### src/rtl/pfv_pkg.sv
package pfv_pkg;
  typedef enum logic [2:0] {
    ST_IDLE,
    ST_OFF,
    ST_ARM,
    ST_COUNT,
    ST_EVAL
  } pfv_state_e;

  localparam logic [2:0] CLK_SEL_PLL  = 3'd4;
endpackage

### src/rtl/pfv_trig_sync.sv
module pfv_trig_sync #(
  parameter int NUM  = 2,
  parameter int SYNC = 2
) (
  input  logic                                  clk,
  input  logic                                  rst_n,
  input  logic [NUM-1:0]                        trig_i,
  input  logic [((NUM > 1) ? $clog2(NUM) : 1)-1:0] sel_i,
  output logic                                  rise_o
);
  logic [NUM-1:0] rise_v;

  for (genvar g = 0; g < NUM; g++) begin : g_ch
    logic [SYNC:0] sh_q;
    always_ff @(posedge clk or negedge rst_n) begin
      if (!rst_n) sh_q <= '0;
      else        sh_q <= {sh_q[SYNC-1:0], trig_i[g]};
    end
    assign rise_v[g] = sh_q[SYNC-1] & ~sh_q[SYNC];
  end

  assign rise_o = rise_v[sel_i];

  // A synchronized rising edge on one channel cannot repeat on the next cycle
  assert_single_rise_R2: assert property (@(posedge clk) disable iff (!rst_n)
    rise_o |=> (!rise_o || (sel_i != $past(sel_i))));
endmodule

### src/rtl/pfv_window_ctr.sv
module pfv_window_ctr #(
  parameter int CW = 12,
  parameter int TW = 16,
  parameter int PW = 4
) (
  input  logic          clk,
  input  logic          rst_n,
  input  logic          clr_i,
  input  logic          cnt_en_i,
  input  logic          tmo_en_i,
  input  logic          rise_i,
  input  logic [PW-1:0] periods_i,
  input  logic [TW-1:0] limit_i,
  output logic [CW-1:0] count_o,
  output logic          win_last_o,
  output logic          tmo_hit_o
);
  localparam logic [CW-1:0] CNT_MAX = '1;

  logic [CW-1:0] cnt_q, cnt_d;
  logic [PW-1:0] ecnt_q, ecnt_d;
  logic [TW-1:0] tmo_q, tmo_d;

  always_comb begin
    cnt_d  = cnt_q;
    ecnt_d = ecnt_q;
    tmo_d  = tmo_q;
    if (clr_i) begin
      cnt_d  = '0;
      ecnt_d = '0;
      tmo_d  = '0;
    end else begin
      if (cnt_en_i && (cnt_q != CNT_MAX)) cnt_d  = cnt_q + 1'b1;
      if (cnt_en_i && rise_i)             ecnt_d = ecnt_q + 1'b1;
      if (tmo_en_i)                       tmo_d  = tmo_q + 1'b1;
    end
  end

  always_ff @(posedge clk or negedge rst_n) begin
    if (!rst_n) begin
      cnt_q  <= '0;
      ecnt_q <= '0;
      tmo_q  <= '0;
    end else begin
      if (clr_i || cnt_en_i) cnt_q  <= cnt_d;
      if (clr_i || cnt_en_i) ecnt_q <= ecnt_d;
      if (clr_i || tmo_en_i) tmo_q  <= tmo_d;
    end
  end

  assign count_o    = cnt_q;
  assign win_last_o = rise_i && (ecnt_q == periods_i);
  assign tmo_hit_o  = (tmo_q == limit_i);

  assert_count_sticks_R6: assert property (@(posedge clk) disable iff (!rst_n)
    (cnt_en_i && !clr_i && (cnt_q == CNT_MAX)) |=> (cnt_q == CNT_MAX));
  assert_count_steps_R2: assert property (@(posedge clk) disable iff (!rst_n)
    (cnt_en_i && !clr_i && (cnt_q != CNT_MAX)) |=> (cnt_q == $past(cnt_q) + 1'b1));
endmodule

### src/rtl/pfv_band_chk.sv
module pfv_band_chk #(
  parameter int CW = 12
) (
  input  logic          clk,
  input  logic          rst_n,
  input  logic          load_i,
  input  logic [CW-1:0] exp_i,
  input  logic [CW-1:0] count_i,
  output logic          in_band_o
);
  localparam logic [CW-1:0] DIV     = CW'(20);
  localparam logic [CW-1:0] CNT_MAX = '1;

  logic [CW-1:0] lo_q, lo_d, margin;
  logic [CW:0]   hi_q, hi_d;

  always_comb begin
    margin = exp_i / DIV;
    lo_d   = exp_i - margin;
    hi_d   = {1'b0, exp_i} + {1'b0, margin};
  end

  always_ff @(posedge clk or negedge rst_n) begin
    if (!rst_n) begin
      lo_q <= '0;
      hi_q <= '0;
    end else if (load_i) begin
      lo_q <= lo_d;
      hi_q <= hi_d;
    end
  end

  assign in_band_o = (count_i >= lo_q) && ({1'b0, count_i} <= hi_q) &&
                     (count_i != CNT_MAX);
endmodule

### src/rtl/pll_freq_verify.sv
module pll_freq_verify
  import pfv_pkg::*;
#(
  parameter int CW = 12,
  parameter int TW = 16,
  parameter int PW = 4,
  parameter int RW = 3
) (
  input  logic          clk,
  input  logic          rst_n,
  input  logic          start,
  input  logic          trig_ref,
  input  logic          trig_pin,
  input  logic [2:0]    cfg_clk_sel,
  input  logic          cfg_trig_sel,
  input  logic [PW-1:0] cfg_periods,
  input  logic [CW-1:0] cfg_exp_val,
  input  logic [TW-1:0] cfg_timeout,
  input  logic [RW-1:0] cfg_max_retry,
  output logic          pll_en,
  output logic [CW-1:0] meas_count,
  output logic          done,
  output logic          pass,
  output logic          lock_err
);
  localparam int NUM_TRIG = 2;

  pfv_state_e    state_q, state_d;
  logic          pll_en_q, pll_en_d;
  logic          done_q, done_d, pass_q, pass_d, lerr_q, lerr_d;
  logic          tflag_q, tflag_d;
  logic [RW-1:0] retry_q, retry_d;
  logic          clr, cnt_en, tmo_en, load;
  logic          trig_rise, win_last, tmo_hit, in_band;

  pfv_trig_sync #(.NUM(NUM_TRIG), .SYNC(2)) u_sync (
    .clk    (clk),
    .rst_n  (rst_n),
    .trig_i ({trig_ref, trig_pin}),
    .sel_i  (cfg_trig_sel),
    .rise_o (trig_rise)
  );

  pfv_window_ctr #(.CW(CW), .TW(TW), .PW(PW)) u_ctr (
    .clk        (clk),
    .rst_n      (rst_n),
    .clr_i      (clr),
    .cnt_en_i   (cnt_en),
    .tmo_en_i   (tmo_en),
    .rise_i     (trig_rise),
    .periods_i  (cfg_periods),
    .limit_i    (cfg_timeout),
    .count_o    (meas_count),
    .win_last_o (win_last),
    .tmo_hit_o  (tmo_hit)
  );

  pfv_band_chk #(.CW(CW)) u_band (
    .clk       (clk),
    .rst_n     (rst_n),
    .load_i    (load),
    .exp_i     (cfg_exp_val),
    .count_i   (meas_count),
    .in_band_o (in_band)
  );

  always_comb begin
    state_d  = state_q;
    pll_en_d = pll_en_q;
    done_d   = done_q;
    pass_d   = pass_q;
    lerr_d   = lerr_q;
    tflag_d  = tflag_q;
    retry_d  = retry_q;
    clr      = 1'b0;
    cnt_en   = 1'b0;
    tmo_en   = 1'b0;
    load     = 1'b0;
    unique case (state_q)
      ST_IDLE: begin
        if (start) begin
          pass_d  = 1'b0;
          lerr_d  = 1'b0;
          retry_d = '0;
          if (cfg_clk_sel == CLK_SEL_PLL) begin
            done_d   = 1'b0;
            pll_en_d = 1'b0;
            state_d  = ST_OFF;
          end else begin
            done_d   = 1'b1;
          end
        end
      end
      ST_OFF: begin
        clr      = 1'b1;
        load     = 1'b1;
        tflag_d  = 1'b0;
        pll_en_d = 1'b1;
        state_d  = ST_ARM;
      end
      ST_ARM: begin
        tmo_en = 1'b1;
        if (trig_rise) begin
          clr     = 1'b1;
          state_d = ST_COUNT;
        end else if (tmo_hit) begin
          tflag_d = 1'b1;
          state_d = ST_EVAL;
        end
      end
      ST_COUNT: begin
        cnt_en = 1'b1;
        tmo_en = 1'b1;
        if (win_last) begin
          state_d = ST_EVAL;
        end else if (tmo_hit) begin
          tflag_d = 1'b1;
          state_d = ST_EVAL;
        end
      end
      ST_EVAL: begin
        if (in_band && !tflag_q) begin
          pass_d  = 1'b1;
          done_d  = 1'b1;
          state_d = ST_IDLE;
        end else if (retry_q < cfg_max_retry) begin
          retry_d  = retry_q + 1'b1;
          pll_en_d = 1'b0;
          state_d  = ST_OFF;
        end else begin
          lerr_d  = 1'b1;
          done_d  = 1'b1;
          state_d = ST_IDLE;
        end
      end
      default: state_d = ST_IDLE;
    endcase
  end

  always_ff @(posedge clk or negedge rst_n) begin
    if (!rst_n) begin
      state_q  <= ST_IDLE;
      pll_en_q <= 1'b0;
      done_q   <= 1'b0;
      pass_q   <= 1'b0;
      lerr_q   <= 1'b0;
      tflag_q  <= 1'b0;
      retry_q  <= '0;
    end else begin
      state_q  <= state_d;
      pll_en_q <= pll_en_d;
      done_q   <= done_d;
      pass_q   <= pass_d;
      lerr_q   <= lerr_d;
      tflag_q  <= tflag_d;
      retry_q  <= retry_d;
    end
  end

  assign pll_en   = pll_en_q;
  assign done     = done_q;
  assign pass     = pass_q;
  assign lock_err = lerr_q;

  assert_no_pass_on_rise_R10: assert property (@(posedge clk) disable iff (!rst_n)
    $rose(pll_en_q) |-> !pass_q);
  assert_lock_err_final_R9: assert property (@(posedge clk) disable iff (!rst_n)
    lerr_q |-> (done_q && !pass_q));
  assert_off_low_R8: assert property (@(posedge clk) disable iff (!rst_n)
    (state_q == ST_OFF) |-> !pll_en_q);
  assert_off_then_high_R8: assert property (@(posedge clk) disable iff (!rst_n)
    (state_q == ST_OFF) |=> pll_en_q);
  assert_timeout_fail_R7: assert property (@(posedge clk) disable iff (!rst_n)
    ((state_q == ST_COUNT) && tmo_hit && !win_last) |=> ((state_q == ST_EVAL) && tflag_q));
  assert_edge_wins_R11: assert property (@(posedge clk) disable iff (!rst_n)
    ((state_q == ST_COUNT) && win_last) |=> ((state_q == ST_EVAL) && !tflag_q));
  assert_bad_sel_R4: assert property (@(posedge clk) disable iff (!rst_n)
    ((state_q == ST_IDLE) && start && (cfg_clk_sel != CLK_SEL_PLL)) |=>
      (done_q && !pass_q && $stable(pll_en_q)));
endmodule

### config.mk
export PLATFORM = sky130hd
export DESIGN_NAME = pll_freq_verify
export DESIGN_NICKNAME = d
export VERILOG_FILES = /design/src/rtl/pfv_pkg.sv /design/src/rtl/pfv_trig_sync.sv /design/src/rtl/pfv_window_ctr.sv /design/src/rtl/pfv_band_chk.sv /design/src/rtl/pll_freq_verify.sv
export SDC_FILE = /design/constraint.sdc
export NUM_CORES = 1
export LEC_CHECK = 0
export BUFFER_PORTS_ARGS = -buffer_cell sky130_fd_sc_hd__buf_2
export CELL_PAD_IN_SITES_DETAIL_PLACEMENT = 2
export CELL_PAD_IN_SITES_GLOBAL_PLACEMENT = 2
export CORE_ASPECT_RATIO = 0.7
export CORE_MARGIN = 5
export CORE_UTILIZATION = 37
export CTS_CLUSTER_DIAMETER = 30
export DETAILED_ROUTE_END_ITERATION = 6
export PLACE_DENSITY = 0.86
export SYNTH_ARGS = -nofsm -noshare
export SYNTH_HDL_FRONTEND = slang
export SYNTH_HIERARCHICAL = 1
export SYNTH_SLANG_ARGS = --single-unit
### constraint.sdc
create_clock -name clk -period 2.9 [get_ports clk]
set_input_delay 0.435 -clock clk [delete_from_list [all_inputs] [get_ports clk]]
set_output_delay 0.435 -clock clk [all_outputs]
set_load 0.005 [all_outputs]
# ---- Yosys cells after proc, flatten, opt, wreduce, memory -nomap -nowiden
# Cells that the tools add are included.
dict set report word_totals {
  ff_bits 74
  latchBits 0
  mem_bits_rw 0
  mem_bits_ro 0
  inputBits 44
  out_inout_bits 16
  elab_cells 117
  mem_count 0
}
dict set report classes {
  n_addsub 6
  n_mul 0
  div_mod_pow 1
  order_cmp 4
  n_eq_ne 17
  shift 0
  mux 44
  n_bitwise 4
  n_reduce_logical 27
}
# cell count
set op_table {}
lappend op_table {{16-bit two-way mux} 2}
lappend op_table {{12-bit two-way mux} 2}
lappend op_table {{3-bit two-way mux} 8}
lappend op_table {{1-bit two-way mux} 22}
lappend op_table {{16-bit by 1-bit adder with 16-bit output (second input constant)} 1}
lappend op_table {{16-bit equality test} 1}
lappend op_table {{2-bit inequality test (second input constant)} 8}
lappend op_table {{3-bit one-hot mux with 5 select lines} 1}
lappend op_table {{12-bit by 12-bit adder with 13-bit output} 1}
lappend op_table {{12-bit by 13-bit less-or-equal comparator with 1-bit output} 1}
lappend op_table {{12-bit by 1-bit adder with 12-bit output (second input constant)} 1}
lappend op_table {{12-bit by 5-bit divider with 12-bit output (second input constant)} 1}
lappend op_table {{12-bit greater-or-equal comparator} 1}
lappend op_table {{12-bit inequality test (second input constant)} 1}
lappend op_table {{12-bit subtractor} 1}
lappend op_table {{3-bit AND reduction} 3}
lappend op_table {{4-bit two-way mux} 2}
lappend op_table {{1-bit one-hot mux with 2 select lines} 4}
lappend op_table {{2-bit AND reduction} 4}
lappend op_table {{4-bit AND reduction} 2}
lappend op_table {{2-bit nonzero test} 4}
lappend op_table {{3-bit by 2-bit equality test with 1-bit output (second input constant)} 2}
lappend op_table {{3-bit equality test (second input constant)} 2}
lappend op_table {{1-bit logical AND} 6}
lappend op_table {{other kinds (17)} 22}

# ---- Longest topological paths before layout
# Gate-level depths: netlist of run 1.
dict set report logic_depth {
  depth_word 8
  depth_mapped 22
  mapped_depth_nobuf 19
}

# ---- Modules after synthesis
# Netlist of run 1, hierarchy kept.
# module instances cells_each area_each_um2
set modules_own_cells {}
lappend modules_own_cells {pfv_band_chk 1 410 3173.0}
lappend modules_own_cells {pfv_window_ctr 1 200 1884.3}
lappend modules_own_cells {pll_freq_verify 1 74 686.9}
lappend modules_own_cells {pfv_trig_sync 1 9 173.9}

# ---- Worst setup path before layout of run 1
# OpenSTA, ideal clock, no wires.
dict set report synth_path {
  path_type {input to register}
  startpoint {in cfg_exp_val[8]}
  endpoint {reg u_band.hi_q[10]}
  arrival_ns 3.913
  required_time_ns 2.766
  slack_ns -1.147
  cell_stages 20
  n_path_buf 2
  path_cell_list {buf_2 > nand2b_1 > nor3b_1 > o31ai_4 > o211ai_2 > buf_2 > nor2_1 > a2bb2oi_1 > nor3_2 > o211ai_2 > ha_1 > fa_1 > a21o_1 > a21oi_1 > o21bai_1 > a2111oi_0 > nor3_1 > nand3_1 > xor2_1 > a21oi_1}
}
dict set report synth_via {
  elab_chain_cells 2
}
# item line_no
set synth_lines {}
lappend synth_lines {{start: declaration} pll_freq_verify.sv:17} ;# input logic [CW-1:0] cfg_exp_val,
lappend synth_lines {{12-bit by 5-bit divider with 12-bit output} pfv_band_chk.sv:18} ;# margin = exp_i / DIV;
lappend synth_lines {{12-bit by 12-bit adder with 13-bit output (*)} pfv_band_chk.sv:20} ;# hi_d = {1'b0, exp_i} + {1'b0, margin};
lappend synth_lines {{end signal: assignment} pfv_band_chk.sv:29} ;# hi_q <= hi_d;
lappend synth_lines {{end: declaration} pfv_band_chk.sv:15} ;# logic [CW:0] hi_q, hi_d;
# Every way passes the cells marked *; elsewhere a longest branch is shown, timed or not.
# A chain may end at the register's enable or synchronous reset.

# ---- Final worst setup path of run 1
dict set report layout_path {
  startpoint {in cfg_exp_val[6]}
  endpoint {reg u_band.hi_q[10]}
}
# Same word-level chain as after synthesis.

==> results_dict.tcl, run 1 <==
set metrics [dict create \
    tightest_slew_ns 1.05 \
    die_y_um 116 \
    min_path_type "in2async" \
    rsz0062_at_grt "true" \
    async_flop_share 1.00 \
    drv_cap 0 \
    synth_cell_types 80 \
    clk_pin_slew_ns 0.07 \
    status "finished, violations left" \
    final_net_count 972 \
    io_buffer_count 59 \
    ys_seq_elements 73 \
    die_w_um 161 \
    synth_top_area_cell "dfrtp_1" \
    multi_input_area_mm2 0.00464 \
    reg2reg_to "retry_q[1]$_DFFE_PN0P_" \
    design_power_total_mw 6.25 \
    antenna_found_initial 0 \
    cellPowerDensity_mw_per_mm2 701 \
    ir_worst_vdd_mv 0.470 \
    post-route-min-period_ns 4.33 \
    timing.rr.start "u_band/hi_q[1]$_DFFE_PN0P_" \
    cp-end-kind "flip-flop" \
    fin_area_mm2 0.00891 \
    leakage_nw 4.02 \
    clkSinkCount 73 \
    wl_met1_mm 16.2 \
    period_share 1.49 \
    slew_violations 0 \
    finalHoldWorstSlack_ns 0.0495 \
    initial_utilization 0.379 \
    num_rows 38 \
    r2r_cells 14 \
    failed_checks "negative setup slack" \
    vias 7556 \
    core_area_mm2 0.0156 \
    synth_edf_count 0 \
    drive_gt1_frac 0.424 \
    clk_path_buf_depth 2 \
    synth.cell_area_mm2 0.00592 \
    rrSetupSlack_ns -0.14 \
    synth_top_area_share 0.309 \
    cts_max_level 3 \
    synth-seq-area-share 0.309 \
    setup_viol 33 \
    crit_type "in2reg" \
    cp.arrival_ns 4.55 \
    worstSetupEndpoint "u_band/hi_q[10]$_DFFE_PN0P_" \
    gp_congestion 0.852 \
    wl_per_cell_um 39.4 \
    setup_tns_ns -25.57 \
    drt_iter0_markers 802 \
    post_dp_cell_area_mm2 0.00708 \
    die_area_mm2 0.0187 \
    finalClockSkew_ns 0.0185 \
    synthesis.instances 693 \
    syn2layout_area_growth_pct 50.5 \
    crit_path_start "cfg_exp_val[6]" \
    totalWireLength_mm 42.7 \
    hold_violations 0 \
    yosys_warnings 6 \
    antenna_cells 0 \
    boundaryPins 60 \
    grt_usage 0.394 \
    cp_max_fo 7 \
    grt_pass1_vias 7804 \
    utilization 0.571 \
    slew_headroom 0.295 \
    routed.top_layer "met4" \
    crit_required_ns 3.12 \
    sequential_cell_area_mm2 0.00183 \
    drcViolationCount 0 \
    grt_max_degree 36 \
    post-dp-hpwl_mm 19.0 \
    globalRouteOverflowTotal 0 \
    startpoint_type "input port" \
    synth_area_per_cell_um2 8.54 \
    synth_fp_nets 785 \
    ys.flop_type "dfrtp_1" \
    root_buffer "clkbuf_16" \
    grt_pass1_wl_mm 54.8 \
    cts_tree "done" \
    fin_ws_ns -1.43 \
    cts_inserted_buffers 9 \
    clk_latency_ns 0.37 \
    fillCellCount 1573 \
    vias_per_cell 6.96 \
    hold_buffers 0 \
    fmax_mhz 231 \
    ant_nets 0 \
    synth_area_leaders "dfrtp_1 31%, ha_1 9.7%, xnor2_1 6.4%" \
    first_pass_iters 5 \
    wl_met2_mm 19.3 \
    met3WireLength_mm 4.00 \
]
==> kinds of logic (layout without fill, tap and decap cells) <==
group,count (synthesis),in the layout,share of synthesized area
buffers and inverters,92,283,0.0698
XOR/XNOR,58,58,0.0858
AND/OR/NAND/NOR,242,242,0.218
AO/OA/AOI/OAI,170,171,0.197
multiplexers,9,9,0.0152
adder cells (fa/ha/maj),49,49,0.106
flip-flops,73,73,0.309
==> critical path, cell delays in order <==
cell	delay, ns
buf_12	0.12
nor4b_2	0.52
a211o_1	0.27
o31ai_4	0.11
buf_6	0.15
o211ai_4	0.14
buf_4	0.18
a21oi_4	0.03
o31ai_2	0.31
o211ai_2	0.15
ha_2	0.22
fa_2	0.41
a21o_1	0.24
a21oi_4	0.21
o21bai_4	0.12
a2111oi_4	0.33
nor3_2	0.13
nand3_1	0.15
xor2_1	0.19
a21oi_2	0.10
==> placed cells by master (no fill, tap or decap), types with 5 or more instances in the layout <==
cell and n:
o21ai_1 6, or3_1 8, a21oi_2 16, nor2_1 47, a21oi_1 30, nor4_1 9, o21a_1 5, ha_1 41
nand3b_1 5, or4_1 5, inv_1 47, o21ai_2 8, a21o_1 11, xnor2_2 9, nor3_1 12, nand2b_1 5
buf_12 7, buf_4 129, buf_2 53, dfrtp_1 72, xnor2_1 32, o31ai_1 6, xor2_1 13, mux2i_1 9
nand4_1 17, nand2b_4 7, clkbuf_16 10, nor2_2 5, nand2_1 46, nand3_1 15, o21ai_0 21, buf_6 19
==> final cells by class <==
class | instances | area share
clock inverter | 4 | 0.00225
timing repair buffer | 215 | 0.195
inverter | 52 | 0.0222
multi-input combinational | 529 | 0.520
sequential | 73 | 0.205
clock buffer | 12 | 0.0265
tap | 200 | 0.0281
==> timing repair <==
item,CTS,global route
setup endpoints to repair,30,38
gates cloned,4,1
pin swaps,62,65
buffers inserted,26,31
resized for setup,145,76
==> where the power goes <==
group / switching (mW) / internal (mW)
Combinational: 2.11 / 1.37
Clock: 0.526 / 0.577
Sequential: 0.390 / 1.28
Total: 3.02 / 3.23
==> worst min path at each step <==
stage | endpoint | startpoint | slack (ns)
2_1_floorplan | done$_DFFE_PN0P_ | rst_n | 0.14
5_1_grt | u_ctr/tmo_q[10]$_DFFE_PN0P_ | rst_n | 0.08
4_1_cts | u_ctr/count_o[11]$_DFFE_PN0P_ | rst_n | 0.07
3_3_place_gp | u_sync/g_ch[0].sh_q[1]$_DFF_PN0_ | u_sync/g_ch[0].sh_q[0]$_DFF_PN0_ | 0.33
6_report | u_ctr/tmo_q[12]$_DFFE_PN0P_ | rst_n | 0.05
3_5_place_dp | u_sync/g_ch[0].sh_q[1]$_DFF_PN0_ | u_sync/g_ch[0].sh_q[0]$_DFF_PN0_ | 0.35
==> flip-flops by register name, indices dropped and copies added (netlist names) <==
name	flops
u_ctr/tmo_q	16
u_band/hi_q	13
u_ctr/count_o	12
u_band/lo_q	11
u_sync/g_ch.sh_q	6
u_ctr/ecnt_q	4
retry_q	3
state_q	3
done	1
lock_err	1
pass	1
pll_en	1
tflag_q	1
==> metal layers <==
layer,vias up,GRT usage
met2,679,0.690
met5,-,0
met3,238,0.0850
met1,3783,0.477
met4,0,0.165
li1,2856,-
==> metrics by stage <==
stage               cells  setup WS, ns
global placement     1015         -1.35
CTS                  1057         -1.02
global route         1085         -1.54
finish               1085         -1.43
detailed placement   1015         -1.82
floorplan             693        -0.902
==> synthesized netlist by cell type (all sizes together) (6+ instances only) <==
library cell and instances:
ha 46, xor2 15, or3 12, buf 21, o21ai 35, a21o 11, xnor2 43, mux2i 9
o31ai 9, a21oi 50, nand2b 12, inv 52, nor2b 10, nand3 21, o22ai 6, or4 7
nand2 50, nor3 19, nor2 56, dfrtp 73, nand4 17, nor4 11, clkbuf 19
(Power assumes the default switching activity.)
==> run 2: changes to the inputs <==
PLACE_DENSITY = not set   (was 0.86)
PLACE_DENSITY_LB_ADDON = 0.1   (was not set)
==> run 2 against run 1 <==
Compared with the run above: the flow now stops in global routing (5_1_grt); synthesized area is the same; synthesized cell count is the same.
==> results_dict.tcl, run 2 <==
set metrics [dict create \
    num_rows 38 \
    antenna_found_initial 0 \
    die_w_um 161 \
    synth_edf_count 0 \
    place_inst 1019 \
    post-dp-hpwl_mm 16.4 \
    ys.flop_type "dfrtp_1" \
    ys_seq_elements 73 \
    worst-ep-kind "sequential cell input" \
    yosys_warnings 6 \
    cts_max_level 3 \
    root_buffer "clkbuf_16" \
    lastStage "global routing (5_1_grt)" \
    synthesis.instances 693 \
    synth_fp_nets 785 \
    synth_area_leaders "dfrtp_1 31%, ha_1 9.7%, xnor2_1 6.4%" \
    clkSinkCount 73 \
    async_flop_share 1.00 \
    initial_utilization 0.379 \
    grt_max_degree 74 \
    toolErrorMsg "[ERROR DPL-0033] detailed placement checks failed during check placement." \
    die_y_um 116 \
    status "did not finish" \
    gp_congestion 0.829 \
    crit_endpoint "u_band/hi_q[10]$_DFFE_PN0P_/D" \
    boundaryPins 60 \
    synth.most_common_cell "dfrtp_1" \
    cts_inserted_buffers 9 \
    synthTopCellsByCount "73 x dfrtp_1, 55 x nor2_1, 51 x inv_1" \
    synth_top_area_share 0.309 \
    synth-seq-area-share 0.309 \
    clk_path_buf_depth 2 \
    io_buffer_count 59 \
    synth_area_per_cell_um2 8.54 \
    synth_cell_types 80 \
    synth_top_area_cell "dfrtp_1" \
    synth.cell_area_mm2 0.00592 \
    post_dp_cell_area_mm2 0.00712 \
]
-- run 2: cell counts after synthesis --
Identical to the previous run, type by type.
-- run 2: logic make-up after synthesis --
kind of cell	Yosys count	share of synthesized area
AND/OR/NAND/NOR	242	0.218
AO/OA/AOI/OAI	170	0.197
buffers and inverters	92	0.0698
flip-flops	73	0.309
XOR/XNOR	58	0.0858
adder cells (fa/ha/maj)	49	0.106
multiplexers	9	0.0152
-- run 2: repair_timing --
| item | in CTS |
|---|---|
| setup endpoints to repair | 30 |
| setup buffers | 33 |
| cloned | 3 |
| hold buffers | 0 |
| gates resized for setup | 111 |
| pin swaps | 55 |
-- run 2: through the flow --
stage / setup slack, ns / setup TNS [ns]
after floorplan: -0.902 / -10.34
after CTS: -0.974 / -14.09
after global placement: -1.42 / -23.10
after detailed placement: -1.80 / -28.74
==> run 3: changes to the inputs <==
CELL_PAD_IN_SITES_DETAIL_PLACEMENT = not set   (was 2)
CELL_PAD_IN_SITES_GLOBAL_PLACEMENT = not set   (was 2)
CORE_ASPECT_RATIO = not set   (was 0.7)
CORE_UTILIZATION = 40   (was 37)
CTS_CLUSTER_DIAMETER = not set   (was 30)
PLACE_DENSITY_LB_ADDON = 0.15   (was 0.1)
==> run 3 against run 2 <==
Compared with the run above: the flow now finishes, with violations (negative setup slack).
==> results_dict.tcl, run 3 (synthesized netlist as in run 1, its figures left out) <==
set metrics [dict create \
    place_inst 1007 \
    rrSetupSlack_ns 0.08 \
    period_share 1.31 \
    grt_usage 0.176 \
    grt_max_degree 74 \
    antenna_cells 0 \
    die_w_um 132 \
    vias 5589 \
    failed_checks "negative setup slack" \
    fin_area_mm2 0.00811 \
    root_buffer "clkbuf_16" \
    initial_utilization 0.407 \
    hold_violations 0 \
    core_area_mm2 0.0145 \
    drive_gt1_frac 0.345 \
    cts_max_level 3 \
    vias_per_cell 5.38 \
    regMostFlops "u_ctr/tmo_q" \
    stdcell_count 1039 \
    ant_nets 0 \
    io_buffer_count 59 \
    hold_buffers 0 \
    cts_inserted_buffers 9 \
    die_area_mm2 0.0173 \
    gp_congestion 0.871 \
    setup_viol 22 \
    clk_latency_ns 0.33 \
    grt_pass1_wl_mm 26.4 \
    drcViolationCount 0 \
    num_rows 44 \
    post-route-min-period_ns 3.80 \
    final_net_count 942 \
    tightest_slew_ns 0.701 \
    clk_path_buf_depth 2 \
    cp-end-kind "flip-flop" \
    crit_required_ns 3.11 \
    cp_max_fo 8 \
    boundaryPins 60 \
    design_power_total_mw 4.76 \
    crit_type "in2reg" \
    slew_headroom 0.529 \
    cellPowerDensity_mw_per_mm2 588 \
    antenna_found_initial 0 \
    drv_cap 0 \
    startpoint_type "input port" \
    clk_pin_slew_ns 0.06 \
    final_common_cell "buf_4" \
    first_pass_iters 4 \
    finalHoldWorstSlack_ns 0.119 \
    clkSinkCount 73 \
    fmax_mhz 263 \
    place_ws_ns -1.39 \
    wl_per_cell_um 14.8 \
    slew_violations 0 \
    post_dp_cell_area_mm2 0.00713 \
    cts_tree "done" \
    fin_ws_ns -0.901 \
    cp.arrival_ns 4.01 \
    totalWireLength_mm 15.4 \
    grt_pass1_vias 5721 \
    post-dp-hpwl_mm 11.3 \
    status "finished, violations left" \
    leakage_nw 3.69 \
    ir_worst_vdd_mv 0.327 \
    final_cell_mix "113 x buf_4, 73 x dfrtp_1, 55 x buf_2" \
    rsz0062_at_grt "true" \
    min_path_type "in2async" \
    largest_reg_flops 16 \
    die_y_um 132 \
    finalClockSkew_ns 0.00637 \
    syn2layout_area_growth_pct 37.0 \
    globalRouteOverflowTotal 0 \
    drt_iter0_markers 272 \
]
-- run 3: what timing repair did --
| item | 4_1_cts | 5_1_grt |
|---|---|---|
| gates resized for setup | 66 | 46 |
| buffers inserted | 14 | 6 |
| cloned | 1 | 0 |
| pin swaps | 23 | 52 |
| endpoints found under the setup margin | 27 | 28 |
-- run 3: final timing paths --
path                                                  start                                to  cells past startpoint
max reg2reg                    u_ctr/count_o[1]$_DFFE_PN0P_            retry_q[1]$_DFFE_PN0P_                     15
max                                         cfg_exp_val[10]       u_band/hi_q[10]$_DFFE_PN0P_                     22
max in group asynchronous                             rst_n     u_ctr/count_o[10]$_DFFE_PN0P_                      2
min                                                   rst_n                  done$_DFFE_PN0P_                      2
min in group clk                                   trig_pin  u_sync/g_ch[0].sh_q[0]$_DFF_PN0_                      1
min reg2reg                u_sync/g_ch[0].sh_q[0]$_DFF_PN0_  u_sync/g_ch[0].sh_q[1]$_DFF_PN0_                      0
-- run 3: worst max-delay path, cell delays in order --
cell       delay [ns]
buf_8            0.11
buf_6            0.12
buf_12           0.12
nor4bb_1         0.29
o21ai_1          0.15
o311ai_4         0.11
a221o_2          0.28
nand2_2          0.08
buf_4            0.14
a21o_1           0.17
nand3_1          0.09
o211ai_2         0.10
ha_2             0.22
fa_2             0.34
a21o_1           0.17
a21oi_2          0.17
o21bai_2         0.12
a2111oi_4        0.36
nor3_2           0.10
nand3_1          0.11
xor2_1           0.15
a21oi_1          0.08
-- run 3: metal layers --
metal,GRT usage,vias up,share of wire
li1,-,2788,-
met1,0.216,2662,0.43
met4,0.0531,0,0.019
met5,0,-,0
met3,0.0302,22,0.035
met2,0.313,117,0.51
-- run 3: per-stage QoR --
stage	setup TNS, ns	util
after floorplan	-10.34	-
after global placement	-21.20	0.491
after detailed placement	-23.07	0.491
after CTS	-12.18	0.538
after global routing	-17.35	0.558
final	-12.28	0.558
-- run 3: power by group --
part / total, mW / leakage (nW) / switching, mW / internal (mW)
clock network: 1.07 / 0.130 / 0.437 / 0.628
registers: 1.50 / 0.913 / 0.215 / 1.28
logic: 2.20 / 2.65 / 1.12 / 1.08
total: 4.76 / 3.69 / 1.78 / 2.99
-- run 3: cell type report --
type	count	area, um^2
Sequential cell	73	1830
Multi-Input combinational cell	528	4190
Clock inverter	5	38.8
Clock buffer	11	253
Tap cell	184	230
Timing Repair Buffer	186	1370
Fill cell	1350	6430
Inverter	52	195
